--- config.mk ---
export PLATFORM = sky130hd
export DESIGN_NAME = mac_rounder
export DESIGN_NICKNAME = d
export VERILOG_FILES = /design/src/rtl/rnd_pkg.sv /design/src/rtl/rnd_mode_reg.sv /design/src/rtl/rnd_decide.sv /design/src/rtl/rnd_out_stage.sv /design/src/rtl/mac_rounder.sv
export SDC_FILE = /design/constraint.sdc
export NUM_CORES = 1
export LEC_CHECK = 0
export BUFFER_PORTS_ARGS = -buffer_cell sky130_fd_sc_hd__buf_2
export CAP_MARGIN = 5
export CORE_AREA = 2 2 68 134
export CTS_CLUSTER_SIZE = 40
export DETAILED_ROUTE_END_ITERATION = 12
export DIE_AREA = 0 0 70 136
export GPL_ROUTABILITY_DRIVEN = 0
export SLEW_MARGIN = 25
export SYNTH_ARGS = -nofsm -noshare
export SYNTH_HDL_FRONTEND = slang
export SYNTH_SLANG_ARGS = --single-unit
--- constraint.sdc ---
create_clock -name clk -period 2.14 [get_ports clk]
set_clock_uncertainty 0.15 [all_clocks]
set_input_delay 0.321 -clock clk [delete_from_list [all_inputs] [get_ports clk]]
set_output_delay 0.321 -clock clk [all_outputs]
set_load 0.01 [all_outputs]
--- src/rtl/rnd_pkg.sv ---
package rnd_pkg;

    typedef enum logic {
        RND_HALF_EVEN = 1'b0,
        RND_HALF_UP   = 1'b1
    } rnd_mode_e;

endpackage

--- src/rtl/rnd_mode_reg.sv ---
module rnd_mode_reg
    import rnd_pkg::*;
#(
    parameter int CFG_W    = 16,
    parameter int MODE_BIT = 12
) (
    input  logic             clk,
    input  logic             rst_n,
    input  logic             cfg_we,
    input  logic [CFG_W-1:0] cfg_wdata,
    output rnd_mode_e        mode_o
);

    rnd_mode_e mode_q, mode_d;
    logic      unused_cfg;

    assign unused_cfg = ^(cfg_wdata & ~(CFG_W'(1) << MODE_BIT));

    always_ff @(posedge clk or negedge rst_n) begin
        if (!rst_n) mode_q <= RND_HALF_EVEN;
        else        mode_q <= mode_d;
    end

    always_comb begin
        mode_d = mode_q;
        if (cfg_we) begin
            unique case (cfg_wdata[MODE_BIT])
                1'b0: mode_d = RND_HALF_EVEN;
                1'b1: mode_d = RND_HALF_UP;
                default: mode_d = mode_q;
            endcase
        end
    end

    assign mode_o = mode_q;

endmodule

--- src/rtl/rnd_decide.sv ---
module rnd_decide
    import rnd_pkg::*;
#(
    parameter int LO_W = 16
) (
    input  logic [LO_W-1:0] lo,
    input  logic            upper_lsb,
    input  rnd_mode_e       mode,
    output logic            inc
);

    localparam logic [LO_W-1:0] HALF = {1'b1, {(LO_W-1){1'b0}}};

    logic tie_up;

    always_comb begin
        unique case (mode)
            RND_HALF_EVEN: tie_up = upper_lsb;
            RND_HALF_UP:   tie_up = 1'b1;
            default:       tie_up = 1'b0;
        endcase
    end

    assign inc = (lo > HALF) || ((lo == HALF) && tie_up);

endmodule

--- src/rtl/rnd_out_stage.sv ---
module rnd_out_stage #(
    parameter int UP_W = 24,
    parameter int LO_W = 16
) (
    input  logic                 clk,
    input  logic                 rst_n,
    input  logic                 in_valid,
    input  logic [UP_W-1:0]      upper,
    input  logic                 inc,
    input  logic [LO_W-1:0]      lo,
    output logic                 out_valid,
    output logic [UP_W+LO_W-1:0] out_acc
);

    logic [UP_W-1:0] upper_rnd;

    assign upper_rnd = upper + UP_W'(inc);

    always_ff @(posedge clk or negedge rst_n) begin
        if (!rst_n) begin
            out_valid <= 1'b0;
            out_acc   <= '0;
        end else begin
            out_valid <= in_valid;
            if (in_valid) out_acc <= {upper_rnd, lo};
        end
    end

endmodule

--- src/rtl/mac_rounder.sv ---
module mac_rounder
    import rnd_pkg::*;
#(
    parameter int OVF_W    = 8,
    parameter int HI_W     = 16,
    parameter int LO_W     = 16,
    parameter int CFG_W    = 16,
    parameter int MODE_BIT = 12
) (
    input  logic                          clk,
    input  logic                          rst_n,
    input  logic                          in_valid,
    input  logic [OVF_W+HI_W+LO_W-1:0]    in_acc,
    input  logic                          cfg_we,
    input  logic [CFG_W-1:0]              cfg_wdata,
    output logic                          out_valid,
    output logic [OVF_W+HI_W+LO_W-1:0]    out_acc
);

    localparam int ACC_W = OVF_W + HI_W + LO_W;
    localparam int UP_W  = OVF_W + HI_W;

    rnd_mode_e       mode;
    logic [UP_W-1:0] upper;
    logic [LO_W-1:0] lo;
    logic            inc;

    assign upper = in_acc[ACC_W-1:LO_W];
    assign lo    = in_acc[LO_W-1:0];

    rnd_mode_reg #(.CFG_W(CFG_W), .MODE_BIT(MODE_BIT)) u_mode (
        .clk       (clk),
        .rst_n     (rst_n),
        .cfg_we    (cfg_we),
        .cfg_wdata (cfg_wdata),
        .mode_o    (mode)
    );

    rnd_decide #(.LO_W(LO_W)) u_decide (
        .lo        (lo),
        .upper_lsb (upper[0]),
        .mode      (mode),
        .inc       (inc)
    );

    rnd_out_stage #(.UP_W(UP_W), .LO_W(LO_W)) u_out (
        .clk       (clk),
        .rst_n     (rst_n),
        .in_valid  (in_valid),
        .upper     (upper),
        .inc       (inc),
        .lo        (lo),
        .out_valid (out_valid),
        .out_acc   (out_acc)
    );

endmodule

* Word-level counts from Yosys, hierarchy flattened
Cells that the tools add are included.
** Word-level totals
- Bits in registers :: 42
- Input port bits :: 60
- Output and inout port bits :: 41
- Logic and storage cells :: 12
** Operators by class
- Add/subtract/negate cells :: 1
- Magnitude comparators :: 1
- Equal/unequal tests :: 1
- Multiplexer cells :: 2
- Bitwise logic cells :: 2
- Reductions and logical operators :: 2
** Operator list (count)
- $add 24x1->24 :: 1
- $eq 16x16->1 const B :: 1
- $gt 16x16->1 const B :: 1
- $pmux 1 s2 :: 2
- $not 1->1 :: 2
- $logic_and 1x1->1 :: 1
- $logic_or 1x1->1 :: 1

* Longest topological paths before layout
Gate-level depths: netlist (run 1).
- Word-level depth :: 5
- Depth in mapped cells :: 9

* Cells and area by module
Synthesis (run 1) repeated with hierarchy kept, for this count alone.
** Second synthesis, totals
- Cells, all modules :: 195
- Area total of the unflattened synthesis :: 2103.3 µm²
** Modules (own cells, without submodules)
- rnd_out_stage :: instances 1, cells each 187, area an instance 2023.2 µm²
- rnd_decide :: instances 1, cells each 6, area an instance 40.0 µm²
- rnd_mode_reg :: instances 1, cells each 2, area an instance 40.0 µm²

* Worst setup path before layout (run 1)
Ideal clock, no wire load.
- Kind :: input to register
- Start :: input port in_acc[9]
- End :: register u_out.out_acc[34]
- Library setup time :: 0.082 ns
- Arrival time :: 2.077 ns
- Slack :: -0.169 ns
- Stages :: 9
- Path through :: nor4_1 > nand4_1 > o41a_1 > ha_1 > ha_1 > nand4_1 > nor4_1 > a21bo_2 > a31oi_1
** On the way
- Cells in the longest elaborated chain, start to end :: 4
- Elaborated cells between the ends (all ways) :: 5
** Ends and longest elaborated chain
- start: declaration :: RTL line mac_rounder.sv:13 : input logic [OVF_W+HI_W+LO_W-1:0] in_acc,
- parallel branches: the longest is 2 deep, another holds $gt 16x16->1
- $logic_or 1x1->1 (*) :: RTL line rnd_decide.sv:24 : assign inc = (lo > HALF) || ((lo == HALF) && tie_up);
- $add 24x1->24 (*) :: RTL line rnd_out_stage.sv:17 : assign upper_rnd = upper + UP_W'(inc);
- end signal: assignment :: RTL line rnd_out_stage.sv:25 : if (in_valid) out_acc <= {upper_rnd, lo};
- end: declaration :: RTL line rnd_out_stage.sv:12 : output logic [UP_W+LO_W-1:0] out_acc
Every way passes the cells marked *.
A chain may end at the register's enable or synchronous reset.

* Worst setup path after layout (run 1)
- Start :: input port in_acc[0]
- End :: register u_out.out_acc[36]
The elaborated chain is that of the path after synthesis.

==> metrics.csv, run 1 <==
metric;value;unit
Synth Instances;192;
Worst VDD drop;0.269;mV
grt ovf;0;
worst reg-to-reg path cell count;7;
final setup fails;7;
1st-pass router iterations;4;
Synth top area share;0.510;
R2R Path End;u_out.out_acc[38];
area of the multi-input gates;1090;um^2
max-capacitance violation count;0;
post-detailed-route DRC marker count;0;
DRT iter0 DRCs;64;
register area;1050;um^2
slew of the pin with the lowest slew margin;653;ps
Pleak;1.28;nW
Vias;1870;
antenna fix cells;0;
register area share after synthesis;0.510;
unrepaired setup endpoints after global routing;yes;
GR Layer Usage met2;0.239;
top post-synthesis cells by area;dfrtp_1 (51%), mux2_2 (10%), xnor2_1 (5.1%);
I/O pins;101;
Root Driver;clkbuf_16;
Die ar.;9520;um^2
cell area after synthesis;2060;um^2
Startpoint Class;primary input;
Hold WC Path Type;primary input to flip-flop;
Crit Path Max Fanout;4;
Peak Freq;0.440;GHz
GRT Util Overall;0.125;
HPWL Detailed;4600;um
first-pass GRT wire length;9240;um
initial antenna violation count;0;
maximum clock path buffer count;2;
crit path time final;2270;ps
status;finished with violations;
pins over their slew limit;0;
vias per cell;4.77;
met3 usage;0.0222;
clock sinks;42;
worst r2r src;u_mode.mode_o;
die height;136;um
Placed Area;2710;um^2
fillcell total;884;
power per cell area;688;nW/um^2
synthesis warning total;0;
worst path arrival time;2320;ps
relative slew slack;0.565;
layout cells sized above 1;0.490;
clock latency on the worst-skew pair;280;ps
synth unique cells;31;
Final WS setup;-130;ps
Starting Density;0.242;
antenna violation net count after detailed routing;0;
post-synth top area cell;dfrtp_1;
dpl ws;-516;ps
cts bufs inserted;5;
DR WL/cell;14.9;um
# port buffers;85;
R2R setup slack;0;ps
Critical Path Source;in_acc[0];
FP Rows;48;
met1 Use GR;0.126;
# nets final;354;
Post-Syn Nets;255;
failing checks;setup timing;
number of H-tree levels;2;
Die W;70;um
final hold vios;0;
gr busiest metal;met2;
flops & latches, synth;42;
largest net degree at the start of global routing;43;
CTS tree;built;
critical path required time;2190;ps
wirelength, routed;5850;um
CP Capture Point;u_out.out_acc[36];
vias in the first global route;1888;
Core Area;8530;um^2
Avg Cell Area, Syn;10.7;um^2
Area Growth Syn to Fin;44.1;%
cell area after layout;2970;um^2
Crit Path Class;primary input to flip-flop;
Worst-path clk slew;60;ps
Crit. End Element;flip-flop;
Tcrit/Tclk final;1.06;
layer usage:
layer / vias up / wire, um
li1: 903 / -
met1: 898 / 2060
met2: 56 / 3360
met3: 13 / 241
met4: 0 / 181
met5: - / 0
cell type report:
type                    instances  area share
inverters                       2     0.00253
multi-input cells             140       0.366
clock inverters                 1     0.00168
clock buffers                   7      0.0480
well taps                     100      0.0421
repair buffers                100       0.186
flip-flops and latches         42       0.354
cell families (layout without fill, tap and decap cells):
family          after synthesis  in the layout  share of synthesized area
buf+inv                      10            110                     0.0188
fa+ha+maj                     3              3                     0.0182
xor+xnor                     14             14                     0.0595
mux                          19             19                      0.104
flops                        42             42                      0.510
compound gates               31             31                     0.0941
simple gates                 73             73                      0.196
flip-flops by register name (all words and copies together), names as in the netlist:
| name | flops |
|---|---|
| u_out.out_acc | 40 |
| u_mode.mode_o | 1 |
| u_out.out_valid | 1 |
through the flow:
step           hold WS, ps  total power, mW  instances  utilization  TNS, ps
2_1_floorplan         -125             1.09        192            -     -107
3_3_place_gp           281             1.29        379        0.317    -6520
3_5_place_dp           288             1.30        379        0.317    -6540
4_1_cts                112             2.08        391        0.343     -750
5_1_grt                126             2.16        392        0.348    -1380
6_report               121             2.05        392        0.348     -462
Yosys cell counts (all sizes together):
master and number:
and3 1, xnor2 12, buf 3, nand2 7, and2 1, o31ai 1
nand4 8, a21bo 4, clkbuf 5, xor2 2, mux2 19, a21oi 14
or3 4, o41a 1, nand3b 4, o21ai 3, nor3 4, a31oi 8
nor2 26, inv 2, nor4 8, dfrtp 42, ha 3, nand3 6
or4 2, and4 2
worst max-delay path: stages:
cell,delay (ps)
buf_6,100
nor4_4,300
nand4_1,140
o41a_1,400
ha_4,200
ha_4,150
nand4_1,140
buf_4,150
nor4_4,40
a21bo_2,200
a31oi_2,160
power by group:
part           internal [mW]  leakage [nW]  switching [mW]
combinational          0.175         0.724           0.204
clock                  0.462        0.0739           0.295
sequential             0.872         0.479          0.0369
total                   1.51          1.28           0.536
worst min path at each step:
stage                              from                end  slack, ps  cells after the start
after floorplan                   rst_n      u_mode.mode_o       -120                      0
after global placement            rst_n  u_out.out_acc[15]        280                      2
after detailed placement          rst_n  u_out.out_acc[15]        290                      2
after CTS                 cfg_wdata[12]      u_mode.mode_o        110                      2
after global routing      cfg_wdata[12]      u_mode.mode_o        130                      2
final                     cfg_wdata[12]      u_mode.mode_o        120                      2
layout by cell type (no fill, tap or decap), drive strengths merged, types with 2 or more instances in the layout:
cell    instances
a21oi          14
xnor2          12
dfrtp          42
nand3b          4
or4             2
nand2           7
nand4           8
mux2           19
ha              3
xor2            2
nand3           6
buf            99
or3             4
a31oi           8
nor3            4
nor2           26
nor4            8
a21bo           4
inv             2
o21ai           3
and4            2
clkbuf          7
timing repair:
item                                    4_1_cts  5_1_grt
resized for setup                             6        6
buffers inserted                              3        1
pin swaps                                     8        7
hold buffers                                  1        0
hold endpoints to repair                     42        0
endpoints found under the setup margin       10       14
gates cloned                                  0        0
(Power assumes the default switching activity.)
==> run 2: changes to the inputs <==
--- a/config.mk
+++ b/config.mk
@@ -7,10 +7,10 @@
 export LEC_CHECK = 0
 export BUFFER_PORTS_ARGS = -buffer_cell sky130_fd_sc_hd__buf_2
 export CAP_MARGIN = 5
-export CORE_AREA = 2 2 68 134
+export CORE_AREA = 10 10 76 142
 export CTS_CLUSTER_SIZE = 40
 export DETAILED_ROUTE_END_ITERATION = 12
-export DIE_AREA = 0 0 70 136
+export DIE_AREA = 0 0 86 152
 export GPL_ROUTABILITY_DRIVEN = 0
 export SLEW_MARGIN = 25
 export SYNTH_ARGS = -nofsm -noshare
==> run 2 against run 1 <==
Net effect:
- the run still ends with setup timing left
- clock power is 2% higher
- cell count increased by 0.51%
- sequential power barely moved
- critical path depth down 4
- final area up 2.3%
- setup slack got worse by 2.5 ps
- hold slack got worse by 5.9 ps
- critical endpoint is now u_out.out_acc[35]
- largest power group unchanged
==> metrics.csv, run 2 (synthesis results as in run 1) <==
metric;value;unit;change
Worst VDD drop;0.307;mV;was 0.269 mV
final setup fails;13;;was 7
Seq pwr share;0.438;;was 0.444
post-detailed-route DRC marker count;0;;unchanged
antenna fix cells;0;;unchanged
max-capacitance violation count;0;;unchanged
Root Driver;clkbuf_16;;unchanged
1st-pass router iterations;4;;unchanged
Starting Density;0.240;;was 0.242
unrepaired setup endpoints after global routing;yes;;unchanged
failing checks;setup timing;;unchanged
clock sinks;42;;unchanged
slew of the pin with the lowest slew margin;412;ps;was 653 ps
die height;152;um;was 136 um
commonest cells after routing, fill and taps aside;buf_2 (83), dfrtp_1 (42), nor2_1 (25);;was buf_2 (83), dfrtp_1 (42), nor2_1 (26)
grt ovf;0;;unchanged
Crit Path Max Fanout;6;;was 4
Final WS setup;-133;ps;was -130 ps
Die W;86;um;was 70 um
first-pass GRT wire length;10400;um;was 9240 um
worst reg-to-reg path cell count;7;;unchanged
Min Hold Slack;115;ps;was 121 ps
DR WL/cell;17.0;um;was 14.9 um
max reg flops;40;;unchanged
Vias;1856;;was 1870
Die ar.;13100;um^2;was 9520 um^2
Sw Share;0.269;;was 0.262
Worst-path clk slew;60;ps;about the same
antenna violation net count after detailed routing;0;;unchanged
largest net degree at the start of global routing;64;;was 43
pins over their slew limit;0;;unchanged
power per cell area;683;nW/um^2;was 688 nW/um^2
Peak Freq;0.440;GHz;about the same
Area Growth Syn to Fin;47.4;%;was 44.1%
HPWL Detailed;5270;um;was 4600 um
I/O pins;101;;unchanged
hold path start;cfg_wdata[12];;unchanged
combinational share of power;0.190;;was 0.185
Placed Area;2750;um^2;was 2710 um^2
cell area after layout;3040;um^2;was 2970 um^2
Largest Register;u_out.out_acc;;unchanged
Core Area;8590;um^2;was 8530 um^2
status;finished with violations;;unchanged
worst hold stages;2;;unchanged
Startpoint Class;flip-flop;;was primary input
layout cells sized above 1;0.510;;was 0.490
Int Pwr;1.52;mW;was 1.51 mW
GRT Util Overall;0.102;;was 0.125
final hold vios;0;;unchanged
initial antenna violation count;0;;unchanged
Critical Path Source;u_mode.mode_o;;was in_acc[0]
sw power;0.559;mW;was 0.536 mW
CTS tree;built;;unchanged
relative slew slack;0.723;;was 0.565
vias per cell;4.71;;was 4.77
vias in the first global route;2007;;was 1888
Hold WC Path Type;primary input to flip-flop;;unchanged
worst r2r src;u_mode.mode_o;;unchanged
wirelength, routed;6690;um;was 5850 um
Crit Path Class;flip-flop to flip-flop;;was primary input to flip-flop
worst path arrival time;2330;ps;was 2320 ps
crit path time final;2270;ps;about the same
number of H-tree levels;2;;unchanged
Crit. End Element;flip-flop;;unchanged
clock latency on the worst-skew pair;290;ps;was 280 ps
clock network fraction of design power;0.371;;was 0.370
cts bufs inserted;5;;unchanged
# port buffers;85;;unchanged
Tcrit/Tclk final;1.06;;about the same
critical path required time;2190;ps;about the same
maximum clock path buffer count;2;;unchanged
DRT iter0 DRCs;75;;was 64
commonest non-fill, non-tap cell in the layout;buf_2;;unchanged
Pleak;1.31;nW;was 1.28 nW
FP Rows;48;;unchanged
# nets final;356;;was 354
run 2: area by class of cell:
type	count	area, um^2
Fill cell	890	5550
Clock inverter	1	5.00
Clock buffer	7	143
Timing Repair Buffer	102	592
Inverter	2	7.51
Multi-Input combinational cell	140	1120
Sequential cell	42	1050
Tap cell	100	125
run 2: repair_timing:
item                                    CTS  global route
endpoints found under the setup margin   18            22
hold buffers                              1             0
resized for setup                        19             4
buffers inserted                          3             0
pin swaps                                23            15
hold endpoints to repair                  9             0
run 2: worst max-delay path: stages (launching register included):
cell and delay (ps):
dfrtp_1 380, o41a_1 230, ha_4 180, buf_6 100, nand3_4 70, or4_4 470
or4_1 420, a31oi_1 180
run 2: power groups by stage:
stage	sequential, mW	combinational [mW]	clock [mW]
2_1_floorplan	0.961	0.127	0
3_3_place_gp	0.920	0.380	0
3_5_place_dp	0.924	0.387	0
4_1_cts	0.910	0.403	0.789
5_1_grt	0.920	0.439	0.832
6_report	0.909	0.395	0.770
run 2: path summary, 6_finish.rpt:
| check | to | slack, ps |
|---|---|---|
| worst min register to register | u_out.out_acc[13] | 350 |
| worst min-delay path | u_mode.mode_o | 120 |
| worst max register to register | u_out.out_acc[35] | -130 |
| max in group asynchronous | u_out.out_acc[7] | 1060 |
| min in group asynchronous | u_out.out_acc[13] | 280 |
| worst max-delay path | u_out.out_acc[35] | -130 |
run 2: routing by layer:
layer / wire length, um / vias to the layer above / track usage
li1: - / 904 / -
met1: 2280 / 883 / 0.0952
met2: 3740 / 63 / 0.184
met3: 544 / 6 / 0.0401
met4: 114 / 0 / 0.0481
met5: 0 / - / 0
run 2: per-stage QoR:
| step | utilization | std cells | TNS (ps) | setup WS [ps] | total power, mW |
|---|---|---|---|---|---|
| after floorplan | - | 192 | -107 | -38.5 | 1.09 |
| after global placement | 0.320 | 383 | -6760 | -395 | 1.30 |
| after detailed placement | 0.320 | 383 | -8000 | -499 | 1.31 |
| after CTS | 0.352 | 395 | -1480 | -142 | 2.10 |
| after global routing | 0.354 | 394 | -2420 | -232 | 2.19 |
| final | 0.354 | 394 | -611 | -133 | 2.07 |
==> run 3: changes to the inputs <==
--- a/config.mk
+++ b/config.mk
@@ -5,13 +5,15 @@
 export SDC_FILE = /design/constraint.sdc
 export NUM_CORES = 1
 export LEC_CHECK = 0
+export ABC_AREA = 1
 export BUFFER_PORTS_ARGS = -buffer_cell sky130_fd_sc_hd__buf_2
 export CAP_MARGIN = 5
-export CORE_AREA = 10 10 76 142
+export CORE_AREA = 10 10 63 117
 export CTS_CLUSTER_SIZE = 40
 export DETAILED_ROUTE_END_ITERATION = 12
-export DIE_AREA = 0 0 86 152
+export DIE_AREA = 0 0 73 127
 export GPL_ROUTABILITY_DRIVEN = 0
+export PLACE_DENSITY = 0.75
 export SLEW_MARGIN = 25
 export SYNTH_ARGS = -nofsm -noshare
 export SYNTH_HDL_FRONTEND = slang
==> run 3 against run 2 <==
Net effect:
- the flow now finishes without violations
- sequential cell count unchanged
- non-clock buffer count down 4
- count of clock-buffer cells in the layout shrank 2
- die area is 29% lower
- synthesized cell count increased by 59%
- first-iteration DRC count is 76% higher
- hold slack worse by 22 ps
- critical endpoint is now u_out.out_acc[28]
- highest routed layer unchanged
==> metrics.csv, run 3 <==
metric;value;unit;change
# port buffers;85;;unchanged
Synth top area share;0.455;;was 0.510
maximum clock path buffer count;2;;unchanged
Sw Share;0.285;;was 0.269
post-detailed-route DRC marker count;0;;unchanged
Startpoint Class;flip-flop;;unchanged
antenna violation net count after detailed routing;0;;unchanged
final core occ;0.550;;was 0.354
slew of the pin with the lowest slew margin;625;ps;was 412 ps
register area;1050;um^2;unchanged
Worst-path clk slew;60;ps;about the same
Area Growth Syn to Fin;32.6;%;was 47.4%
sw power;0.581;mW;was 0.559 mW
Largest Register;u_out.out_acc;;unchanged
Die W;73;um;was 86 um
worst r2r src;u_mode.mode_o;;unchanged
initial antenna violation count;0;;unchanged
GRT Util Overall;0.137;;was 0.102
Peak Freq;0.500;GHz;was 0.440 GHz
Tcrit/Tclk final;0.935;;was 1.06
grt ovf;0;;unchanged
antenna fix cells;0;;unchanged
critical path required time;2170;ps;was 2190 ps
vias in the first global route;2234;;was 2007
flops & latches, synth;42;;unchanged
Vias;2234;;was 1856
clock latency on the worst-skew pair;290;ps;about the same
DRT iter0 DRCs;132;;was 75
unrepaired setup endpoints after global routing;no;;was yes
hold path start;in_acc[9];;was cfg_wdata[12]
crit-path cells;nor3_2, nand4_1, nand2_1, inv_2, ha_4, ha_4, nand2_4, nor2_8, nand2_4, nor2_8, or2_1, nand3_1, nand2_1;;was o41a_1, ha_4, buf_6, nand3_4, or4_4, or4_1, a31oi_1
worst path arrival time;2030;ps;was 2330 ps
Root Driver;clkbuf_16;;unchanged
worst reg-to-reg path cell count;13;;was 7
R2R Path End;u_out.out_acc[28];;was u_out.out_acc[35]
commonest non-fill, non-tap cell in the layout;nand2_1;;was buf_2
Core Area;5560;um^2;was 8590 um^2
CP max stage delay;380;ps;was 470 ps
Avg Cell Area, Syn;7.54;um^2;was 10.7 um^2
EDFF count, synth;0;;unchanged
post-synth top area cell;dfrtp_1;;unchanged
hold endpoint;u_out.out_acc[9];;was u_mode.mode_o
CP max stage cell;dfrtp_1;;was or4_4
relative slew slack;0.584;;was 0.723
Commonest cells post-synth;nand2_1 (136), dfrtp_1 (42), nor2_1 (25), inv_1 (23), nand3_1 (22);;was dfrtp_1 (42), nor2_1 (26), mux2_2 (19), a21oi_1 (14), xnor2_1 (12)
status;finished, final reports clean;;was finished with violations
Crit path max-delay family;simple AND/OR/NAND/NOR gates;;unchanged
top post-synthesis cells by area;dfrtp_1 (46%), nand2_1 (22%), nand3_1 (4.8%);;was dfrtp_1 (51%), mux2_2 (10%), xnor2_1 (5.1%)
cell area after layout;3060;um^2;was 3040 um^2
fillcell total;560;;was 890
wirelength, routed;6300;um;was 6690 um
most frequent cell after synthesis;nand2_1;;was dfrtp_1
I/O pins;101;;unchanged
pins over their slew limit;0;;unchanged
max-capacitance violation count;0;;unchanged
vias per cell;4.81;;was 4.71
worst hold stages;3;;was 2
Crit Path Class;flip-flop to flip-flop;;unchanged
Starting Density;0.415;;was 0.240
number of H-tree levels;2;;unchanged
commonest cells after routing, fill and taps aside;nand2_1 (136), buf_2 (85), dfrtp_1 (42);;was buf_2 (83), dfrtp_1 (42), nor2_1 (25)
register area share after synthesis;0.455;;was 0.510
Worst VDD drop;0.670;mV;was 0.307 mV
largest net degree at the start of global routing;39;;was 64
Critical Path Source;u_mode.mode_o;;unchanged
Synth Flop Type;dfrtp_1;;unchanged
Async S/R FF share, synth;1.00;;unchanged
crit path time final;2000;ps;was 2270 ps
Hold WC Path Type;primary input to flip-flop;;unchanged
Die ar.;9270;um^2;was 13100 um^2
Setup Buffers After CTS;0;;was 3
Seq pwr share;0.443;;was 0.438
CP bufs+invs;1;;unchanged
cell area after synthesis;2310;um^2;was 2060 um^2
max reg flops;40;;unchanged
dpl ws;-294;ps;was -499 ps
Placed Area;2860;um^2;was 2750 um^2
power per cell area;665;nW/um^2;was 683 nW/um^2
Crit Path Max Fanout;6;;unchanged
synth unique cells;29;;was 31
DR WL/cell;13.6;um;was 17.0 um
R2R setup slack;140;ps;was -130 ps
clock sinks;42;;unchanged
combinational share of power;0.182;;was 0.190
layout cells sized above 1;0.320;;was 0.510
1st-pass router iterations;4;;unchanged
synthesis warning total;0;;unchanged
clock network fraction of design power;0.375;;was 0.371
Crit. End Element;flip-flop;;unchanged
# nets final;465;;was 356
cts bufs inserted;5;;unchanged
final setup fails;0;;was 13
final hold vios;0;;unchanged
Final WS setup;139;ps;was -133 ps
Post-Syn Nets;369;;was 255
Synth Instances;306;;was 192
die height;127;um;was 152 um
Pleak;1.68;nW;was 1.31 nW
area of the multi-input gates;1160;um^2;was 1120 um^2
CTS tree;built;;unchanged
first-pass GRT wire length;10300;um;was 10400 um
HPWL Detailed;4900;um;was 5270 um
FP Rows;39;;was 48
Int Pwr;1.45;mW;was 1.52 mW
## run 3: worst max-delay path by stage
| stage | endpoint | slack [ps] | depth (start not counted) |
|---|---|---|---|
| 6_report | u_out.out_acc[28] | 140 | 13 |
| 5_1_grt | u_out.out_acc[28] | 20 | 13 |
| 4_1_cts | u_out.out_acc[28] | 0.2 | 15 |
| 3_5_place_dp | u_out.out_acc[28] | -290 | 15 |
| 3_3_place_gp | u_out.out_acc[28] | -270 | 15 |
| 2_1_floorplan | u_out.out_acc[28] | 20 | 14 |
## run 3: timing repair
action | 4_1_cts | 5_1_grt
hold endpoints to repair | 26 | 0
gates resized for setup | 0 | 9
endpoints found under the setup margin | 0 | 14
hold buffers | 1 | 0
## run 3: per-stage QoR
step / instances / TNS (ps) / power, mW / hold slack, ps
2_1_floorplan: 306 / 0 / 1.09 / -125
3_3_place_gp: 455 / -2680 / 1.27 / 220
3_5_place_dp: 455 / -3000 / 1.28 / 227
4_1_cts: 464 / 0 / 2.06 / 82.4
5_1_grt: 464 / 0 / 2.15 / 99.4
6_report: 464 / 0 / 2.04 / 93.0
## run 3: cell type report
cell class                 count  area share
tap                           61      0.0249
clock inverter                 3     0.00817
sequential                    42       0.343
timing repair buffer          98       0.176
clock buffer                   5      0.0409
multi-input combinational    232       0.379
inverter                      23      0.0282
## run 3: worst min-delay path: stages
cell and delay (ps):
buf_2 90, nand2_1 40, nand2_1 50
## run 3: logic make-up after synthesis
kind of cell,share of synthesized area
DFF,0.455
buffers and inverters,0.0656
and+or+nand+nor,0.403
adders and majority gates,0.0163
AOI/OAI and AO/OA,0.0287
muxes,0.00488
xor gates and xnor gates,0.0266
## run 3: layer usage
| metal | part of all wire | GRT usage |
|---|---|---|
| met5 | 0 | 0 |
| met4 | 0.016 | 0.0506 |
| met3 | 0.11 | 0.0674 |
| met2 | 0.44 | 0.205 |
| met1 | 0.43 | 0.163 |
## run 3: power by group through the flow
stage,clock network (mW),registers (mW),logic (mW)
final,0.763,0.902,0.370
after global placement,0,0.913,0.359
after CTS,0.788,0.903,0.369
after floorplan,0,0.951,0.138
after detailed placement,0,0.916,0.367
after global routing,0.820,0.911,0.419
